$ cat src/rtl/lpm_pkg.sv
package lpm_pkg;

  typedef enum logic [3:0] {
    ST_ACT  = 4'd0,
    ST_IDLE = 4'd1,
    ST_WAIT = 4'd2,
    ST_BKP  = 4'd3,
    ST_OFF  = 4'd4,
    ST_WOSC = 4'd5,
    ST_OSUP = 4'd6,
    ST_PREG = 4'd7,
    ST_POSC = 4'd8,
    ST_PPAD = 4'd9
  } lpm_state_t;

  localparam logic [2:0] MODE_ACT    = 3'd0;
  localparam logic [2:0] MODE_IDLE   = 3'd1;
  localparam logic [2:0] MODE_WAIT   = 3'd2;
  localparam logic [2:0] MODE_BKP    = 3'd3;
  localparam logic [2:0] MODE_OFF    = 3'd4;
  localparam logic [2:0] MODE_WAKING = 3'd5;

  localparam logic [1:0] REG_NORMAL = 2'd0;
  localparam logic [1:0] REG_DEEP   = 2'd1;
  localparam logic [1:0] REG_SHUT   = 2'd2;

endpackage

$ cat src/rtl/lpm_req_hold.sv
module lpm_req_hold (
  input  logic       clk,
  input  logic       rst_n,
  input  logic       req_valid,
  input  logic [2:0] req_mode,
  input  logic       take,
  output logic       pend_valid,
  output logic [2:0] pend_mode
);
  import lpm_pkg::*;

  logic code_ok;
  assign code_ok = (req_mode >= MODE_IDLE) && (req_mode <= MODE_OFF);

  // A fresh request wins over the consume of an older one.
  always_ff @(posedge clk) begin
    if (!rst_n) begin
      pend_valid <= 1'b0;
      pend_mode  <= MODE_ACT;
    end else if (req_valid && code_ok) begin
      pend_valid <= 1'b1;
      pend_mode  <= req_mode;
    end else if (take) begin
      pend_valid <= 1'b0;
    end
  end
endmodule

$ cat src/rtl/lpm_wait_timer.sv
module lpm_wait_timer #(
  parameter int TMO_CYCLES = 1024
) (
  input  logic clk,
  input  logic rst_n,
  input  logic run,
  input  logic clr,
  output logic expired
);
  localparam int CW = $clog2(TMO_CYCLES) + 1;
  localparam logic [CW-1:0] LAST = CW'(TMO_CYCLES - 1);

  logic [CW-1:0] cnt;

  always_ff @(posedge clk) begin
    if (!rst_n || clr || !run) cnt <= '0;
    else                       cnt <= cnt + 1'b1;
  end

  assign expired = run && (cnt == LAST);
endmodule

$ cat src/rtl/lpm_sequencer.sv
module lpm_sequencer #(
  parameter int TMO_CYCLES = 1024,
  parameter int VSEL_W     = 2
) (
  input  logic              clk,
  input  logic              rst_n,
  input  logic              req_valid,
  input  logic [2:0]        req_mode,
  input  logic              irq_wake,
  input  logic              fast_wake,
  input  logic              bkp_wake,
  input  logic              force_wake,
  input  logic              osc_ready,
  input  logic              reg_ready,
  input  logic              bkp_sram_keep,
  input  logic [VSEL_W-1:0] vsel_cfg,
  output logic              cpu_clk_en,
  output logic              mck_on_fastrc,
  output logic              fastrc_en,
  output logic [1:0]        reg_mode,
  output logic [VSEL_W-1:0] reg_vsel,
  output logic              core_pwr_en,
  output logic              core_rst,
  output logic              sys_pwr_en,
  output logic              bkp_sram_en,
  output logic              pad_reinit,
  output logic              wait_timeout,
  output logic [2:0]        mode_status
);
  import lpm_pkg::*;

  localparam logic [VSEL_W-1:0] VSEL_TOP = {VSEL_W{1'b1}};

  lpm_state_t st, nxt;
  logic       pend_valid;
  logic [2:0] pend_mode;
  logic       take;
  logic       tmr_run, tmr_exp, awaited;
  logic       keep_q;

  assign take = (st == ST_ACT) && pend_valid;

  lpm_req_hold u_hold (
    .clk(clk), .rst_n(rst_n), .req_valid(req_valid), .req_mode(req_mode),
    .take(take), .pend_valid(pend_valid), .pend_mode(pend_mode)
  );

  assign tmr_run = (st == ST_WOSC) || (st == ST_PREG) || (st == ST_POSC);

  lpm_wait_timer #(.TMO_CYCLES(TMO_CYCLES)) u_tmr (
    .clk(clk), .rst_n(rst_n), .run(tmr_run), .clr(nxt != st), .expired(tmr_exp)
  );

  // Flag the current wait is looking for.
  always_comb begin
    unique case (st)
      ST_PREG: awaited = reg_ready;
      default: awaited = osc_ready;
    endcase
  end

  assign wait_timeout = tmr_exp && !awaited;

  always_comb begin
    nxt = st;
    unique case (st)
      ST_ACT: if (pend_valid) begin
        unique case (pend_mode)
          MODE_IDLE: nxt = ST_IDLE;
          MODE_WAIT: nxt = ST_WAIT;
          MODE_BKP:  nxt = ST_BKP;
          default:   nxt = ST_OFF;
        endcase
      end
      ST_IDLE: if (irq_wake)                nxt = ST_ACT;
      ST_WAIT: if (fast_wake)               nxt = ST_WOSC;
      ST_WOSC: if (osc_ready || tmr_exp)    nxt = ST_ACT;
      ST_BKP:  if (bkp_wake || force_wake)  nxt = ST_PREG;
      ST_OFF:  if (force_wake)              nxt = ST_OSUP;
      ST_OSUP:                              nxt = ST_PREG;
      ST_PREG: if (reg_ready || tmr_exp)    nxt = ST_POSC;
      ST_POSC: if (osc_ready || tmr_exp)    nxt = ST_PPAD;
      ST_PPAD:                              nxt = ST_ACT;
      default:                              nxt = ST_ACT;
    endcase
  end

  always_ff @(posedge clk) begin
    if (!rst_n) begin
      st     <= ST_ACT;
      keep_q <= 1'b1;
    end else begin
      st <= nxt;
      if (take && pend_mode == MODE_BKP) keep_q <= bkp_sram_keep;
    end
  end

  // Output decode, one row per state.
  always_comb begin
    cpu_clk_en    = 1'b0;
    mck_on_fastrc = 1'b0;
    fastrc_en     = 1'b0;
    reg_mode      = REG_NORMAL;
    reg_vsel      = VSEL_TOP;
    core_pwr_en   = 1'b1;
    core_rst      = 1'b1;
    sys_pwr_en    = 1'b1;
    bkp_sram_en   = 1'b1;
    pad_reinit    = 1'b0;
    mode_status   = MODE_WAKING;
    unique case (st)
      ST_ACT, ST_IDLE: begin
        cpu_clk_en    = (st == ST_ACT);
        mck_on_fastrc = 1'b1;
        fastrc_en     = 1'b1;
        reg_vsel      = vsel_cfg;
        core_rst      = 1'b0;
        mode_status   = (st == ST_ACT) ? MODE_ACT : MODE_IDLE;
      end
      ST_WAIT, ST_WOSC: begin
        fastrc_en   = (st == ST_WOSC);
        reg_mode    = (st == ST_WAIT) ? REG_DEEP : REG_NORMAL;
        reg_vsel    = vsel_cfg;
        core_rst    = 1'b0;
        mode_status = (st == ST_WAIT) ? MODE_WAIT : MODE_WAKING;
      end
      ST_BKP: begin
        reg_mode    = REG_SHUT;
        core_pwr_en = 1'b0;
        bkp_sram_en = keep_q;
        mode_status = MODE_BKP;
      end
      ST_OFF, ST_OSUP: begin
        reg_mode    = REG_SHUT;
        core_pwr_en = 1'b0;
        sys_pwr_en  = (st == ST_OSUP);
        bkp_sram_en = 1'b0;
        mode_status = (st == ST_OFF) ? MODE_OFF : MODE_WAKING;
      end
      ST_PREG: ;
      ST_POSC: fastrc_en = 1'b1;
      ST_PPAD: begin
        fastrc_en  = 1'b1;
        pad_reinit = 1'b1;
      end
      default: ;
    endcase
  end
endmodule

$ cat config.mk
export PLATFORM = sky130hd
export DESIGN_NAME = lpm_sequencer
export DESIGN_NICKNAME = d
export VERILOG_FILES = /design/src/rtl/lpm_pkg.sv /design/src/rtl/lpm_req_hold.sv /design/src/rtl/lpm_wait_timer.sv /design/src/rtl/lpm_sequencer.sv
export SDC_FILE = /design/constraint.sdc
export NUM_CORES = 1
export LEC_CHECK = 0
export BUFFER_PORTS_ARGS = -buffer_cell sky130_fd_sc_hd__buf_2
export CORE_MARGIN = 8
export CORE_UTILIZATION = 56
export DETAILED_ROUTE_END_ITERATION = 8
export PLACE_DENSITY = 0.84
export SYNTH_ARGS = -nofsm -noshare
export SYNTH_HDL_FRONTEND = slang
export SYNTH_SLANG_ARGS = --single-unit
$ cat constraint.sdc
create_clock -name clk -period 2.67 [get_ports clk]
set_input_delay 0.1335 -clock clk [delete_from_list [all_inputs] [get_ports clk]]
set_output_delay 0.1335 -clock clk [all_outputs]
set_load 0.05 [all_outputs]
### Yosys cells after proc, flatten, opt, wreduce, memory -nomap -nowiden

Index checks and enable logic that the tools add are counted.
W data, S select, Z words.

| word-level totals | value |
|---|---|
| word-level logic and storage cells | 74 |
| flip-flop bits (word level) | 20 |
| bits of input ports | 15 |
| output and inout port bits | 16 |

| cells by class | value |
|---|---|
| equality and inequality tests | 14 |
| $lt $le $gt $ge | 2 |
| add/subtract/negate cells | 1 |
| muxes and demuxes | 28 |
| reduce and logical (&&, ||, !) cells | 24 |

Operators with widths:

| kind | count |
|---|---|
| $pmux W4 S9 | 1 |
| $mux W4 | 8 |
| $eq A4 B3 Y1 const B | 4 |
| $mux W1 | 12 |
| $pmux W3 S4 | 1 |
| $add A11 B1 Y11 const B | 1 |
| $eq A11 B10 Y1 const B | 1 |
| $pmux W3 S3 | 1 |
| $eq A4 B2 Y1 const B | 2 |
| $eq A4 B4 Y1 const B | 2 |
| $reduce_or A4 Y1 | 2 |
| $logic_or A1 B1 Y1 | 7 |
| $eq A3 B2 Y1 const B | 2 |
| $logic_and A1 B1 Y1 | 6 |
| $reduce_or A2 Y1 | 3 |
| $eq A4 B1 Y1 const B | 1 |
| $logic_not A4 Y1 | 1 |
| $ne A4 B4 Y1 | 1 |
| $pmux W1 S2 | 2 |
| $pmux W2 S2 | 1 |
| $eq A3 B1 Y1 const B | 1 |
| $ge A3 B1 Y1 const B | 1 |
| $le A3 B3 Y1 const B | 1 |
| $logic_not A1 Y1 | 3 |
| other kinds (4) | 4 |

### Logic depth before layout (Yosys ltp)

| depth | value |
|---|---|
| depth in word-level cells | 10 |
| mapped depth | 7 |
| gate-level depth less buffers | 6 |

### Cells and area by module

Synthesis repeated with hierarchy kept, for this count alone.

| second synthesis, totals | value |
|---|---|
| cell total of the unflattened synthesis | 160 |
| area total of the unflattened synthesis | 1,312.5 um^2 |

Modules (own cells, without submodules):

| module | times used | cells each | area each (um^2) |
|---|---|---|---|
| lpm_sequencer | 1 | 86 | 631.9 |
| lpm_wait_timer | 1 | 52 | 494.2 |
| lpm_req_hold | 1 | 22 | 186.4 |

### Least setup slack after synthesis

OpenSTA, ideal clock, no wires.

| timing path | value |
|---|---|
| path kind | register to output |
| start point | reg st[0] |
| end point | out core_pwr_en |
| arrival time | 2,090 ps |
| setup slack | 446 ps |
| stages on the path, launching flop included | 5 |
| path buffers | 1 |
| cells stage by stage | dfxtp_1 -> clkbuf_1 -> nand3_1 -> a21oi_1 -> inv_1 |

| on the way | value |
|---|---|
| word-level cells in the longest chain between the ends | 3 |

RTL lines:

| element | line | text |
|---|---|---|
| start, declared | lpm_sequencer.sv:34 | `lpm_state_t st, nxt;` |
| start signal, assigned | lpm_sequencer.sv:93 | `st <= nxt;` |
| $eq A4 B3 Y1 or $eq A4 B2 Y1 (tied branches) | lpm_sequencer.sv:111 | `unique case (st)` |
| $reduce_or A3 Y1 (no line) (*) | -- |  |
| $mux W1 (*) | lpm_sequencer.sv:111 |  |
| end, declared | lpm_sequencer.sv:22 | `output logic core_pwr_en,` |

Mark *: on every way between the ends. The rest lies on a longest branch, timed or not.

### Final worst setup path

| timing path | value |
|---|---|
| start point | reg u_tmr.cnt[0] |
| end point | out wait_timeout |

| on the way | value |
|---|---|
| word-level cells in the longest chain between the ends | 3 |

RTL lines:

| element | line | text |
|---|---|---|
| start, declared | lpm_wait_timer.sv:13 | `logic [CW-1:0] cnt;` |
| start signal, assigned | lpm_wait_timer.sv:17 | `else cnt <= cnt + 1'b1;` |
| $eq A11 B10 Y1 | lpm_wait_timer.sv:20 | `assign expired = run && (cnt == LAST);` |
| $logic_and A1 B1 Y1 | lpm_wait_timer.sv:20 |  |
| $logic_and A1 B1 Y1 | lpm_sequencer.sv:62 | `assign wait_timeout = tmr_exp && !awaited;` |
| end, declared | lpm_sequencer.sv:27 | `output logic wait_timeout,` |

No other way between the ends.

==> results_dict.tcl <==
set metrics [dict create \
    outcome "complete, no violations" \
    final_critical_path_setup_slack_ns 0.486 \
    core-area_um2 2000 \
    setup.worst_path.start "u_tmr.cnt[0]" \
    port-buffer-count 30 \
    fin_total_pwr_mw 0.613 \
    cts_num_sinks 20 \
    dp.final_hpwl_mm 2.15 \
    crit_path_end_kind "output port" \
    hold_depth 3 \
    critPathMaxStageDelay_ns 0.52 \
    layout-area-overhead-vs-synth_pct 12.8 \
    cts_hold_repair.buffers 0 \
    fin_hold_viols 0 \
    max_slew.worst_pin.slew_ns 0.526 \
    num_vias 1193 \
    seq_area_um2 400 \
    power.leakage_nw 0.525 \
    ctsHtreeMaxLevel 1 \
    rsz0062_at_grt "no" \
    gr-usage-all-layers 0.137 \
    synthesis.nets 171 \
    gpl_wtd_cong 0.852 \
    power-per-cell-area_nw_per_um2 452 \
    ys_seq_area_frac 0.333 \
    synth_simple_gate_area_frac 0.291 \
    sw_frac_of_total 0.341 \
    hold_path_startpoint "bkp_sram_keep" \
    routed-wl-met3_um 172 \
    critical_path_cell_count 5 \
    syn_avg_cell_area_um2 7.75 \
    ys.warnings.count 0 \
    multi_input_comb_area_um2 714 \
    placementRows 16 \
    synth_top_family_by_area "simple AND/OR/NAND/NOR gates" \
    synth_compound_gate_area_share 0.198 \
    cap_violations 0 \
    cp_slowest_cell "nor4_2" \
    synthesis.instances 155 \
    chipHeight_um 62.3 \
    post_route_setup_tns_ns 0 \
    wl_met2_mm 1.41 \
    post_synth_xor_area_fraction 0.0875 \
    highest-signal-layer "met4" \
    ys_top_cells_by_count "dfxtp_1 (20), nor2_1 (19), a21oi_1 (17), nand2_1 (17)" \
    post_cts.repair.setup_buffers 0 \
    synth.ff_latch_count 20 \
    timing.final.setup_violations 0 \
    max_frequency_ghz 0.458 \
    timing.setup.critical_path_class "reg -> out" \
    cts-root-buf "clkbuf_4" \
    die-area_um2 3880 \
    synth_area_leader_cell "dfxtp_1" \
    totalWireLength_mm 2.68 \
    worst_r2r_path_depth 5 \
    data_arrival_time_of_the_critical_path_ns 2.05 \
    holdCritPathClass "in -> reg" \
    die_width_um 62.3 \
    dp.cells 206 \
    worstReg2RegStart "st[3]" \
    path_delay_family "simple AND/OR/NAND/NOR gates" \
    routed_via_density 5.71 \
    grt_pass1_vias 1070 \
    muxShareOfSynthArea 0.00833 \
    initialDrtViolationCount 47 \
    cts_max_path_buffers 2 \
    final_period_minus_worst_setup_slack_ns 2.18 \
    combinationalPowerShare 0.261 \
    number_of_enable_flip_flop_cells_after_synthesis 0 \
    layout.cells.non_filler 209 \
    cts_made_buffers 3 \
    fillers 183 \
    hold_ws_ns 0.0425 \
    cts_tree "done" \
    relSlewSlack 0.647 \
    critPathRequiredTime_ns 2.54 \
    finish.net_count 200 \
    prevailing_post_synth_register_cell "dfxtp_1" \
    ir_drop_worst_case_vdd_mv 0.413 \
    remaining_drc_errors 0 \
    post_cts_resized 0 \
    placement.setup.worst_slack_ns 0.550 \
    detail-route-antenna-nets 0 \
    power_frac_clock 0.223 \
    cts.clk_slew.worst_paths_ns 0.10 \
    timing.critical_path.from_type "flop" \
    worst-path-buf-inv 1 \
    internal-power_mw 0.404 \
    final-max-slew-violation-count 0 \
    first_pass_grt_wire_length_mm 4.60 \
    period_utilization_post_route 0.818 \
    synth.top_cells.by_area "dfxtp_1 (33%), a21oi_1 (7.1%), nor2_1 (5.9%)" \
    async_reset_ff_frac 0 \
    cell_chain_critical_path "ha_1, nand3_1, nor4_2, and2_1, buf_2" \
    antenna_cells_inserted 0 \
    p_switching_mw 0.209 \
    grt_max_degree 17 \
    final_clock_skew_ns 0.00428 \
    drt-wirelength-per-cell_um 12.8 \
    grt_overflow 0 \
    crit_fanout 6 \
    synthMostInstantiatedCell "dfxtp_1" \
    grt_antenna_before_repair 0 \
    post_synth_instance_area_um2 1200 \
    clock_latency_reported_for_the_late_side_of_the_worst_skew_pair_ns 0.29 \
    synth_adder_area_share 0.0104 \
    met1_wire_length_mm 1.08 \
    drt_pass1_iterations 4 \
    power.share.sequential 0.516 \
    io-pin-count 31 \
    start_util 0.600 \
    drive_above_1_share 0.214 \
    yosysTopAreaCellShare 0.333 \
    synth_cell_types 41 \
]
## state kept, by name (all words and copies together) (netlist names)
signal             cells
u_hold.pend_valid      1
u_tmr.cnt             11
u_hold.pend_mode       3
st                     4
keep_q                 1
## layout by cell type, fill, tap and decap left out, types with 4 or more instances in the layout
cell type / instances
buf_2: 30
dfxtp_1: 20
nor2_1: 19
nand2_1: 17
a21oi_1: 17
inv_1: 8
o21ai_0: 8
xnor2_1: 8
nand3_1: 7
nand2b_1: 5
nand4_1: 4
xor2_1: 4
## path summary, 6_finish.rpt
kind                            slack [ns]            to
worst max register to register        0.50  u_tmr.cnt[1]
worst min register to register        0.47  u_tmr.cnt[0]
worst min-delay path                  0.04        keep_q
worst max-delay path                  0.49  wait_timeout
## power groups by stage
stage	clock, mW	combinational, mW	sequential [mW]
global route	0.158	0.171	0.318
CTS	0.143	0.160	0.316
detailed placement	0	0.160	0.323
finish	0.137	0.160	0.316
floorplan	0	0.127	0.316
global placement	0	0.159	0.323
## per-layer routing
layer	GRT usage	vias up
met2	0.243	44
met3	0.0466	2
met4	0.0228	0
met1	0.155	550
met5	0	-
li1	-	597
## through the flow
step / cell area, um^2 / util
floorplan: 1200 / -
global placement: 1330 / 0.666
detailed placement: 1330 / 0.666
CTS: 1360 / 0.677
global route: 1360 / 0.677
finish: 1360 / 0.677
## kinds of logic after synthesis
family          Yosys count
fa+ha+maj                 1
xor+xnor                 12
flops                    20
mux                       1
compound gates           39
simple gates             67
buf+inv                  15
## final cells by class
class                           instances  area share
Sequential cell                        20       0.295
Clock buffer                            3      0.0166
Multi-Input combinational cell        120       0.527
Inverter                                9      0.0249
Tap cell                               27      0.0249
Timing Repair Buffer                   30       0.111
## worst min-delay path: cells and delay by family
family,cells,cell delay [ns]
buffers and inverters,1,0.07
multiplexers,1,0.05
AND/OR/NAND/NOR,1,0.05
(Power assumes the default switching activity.)
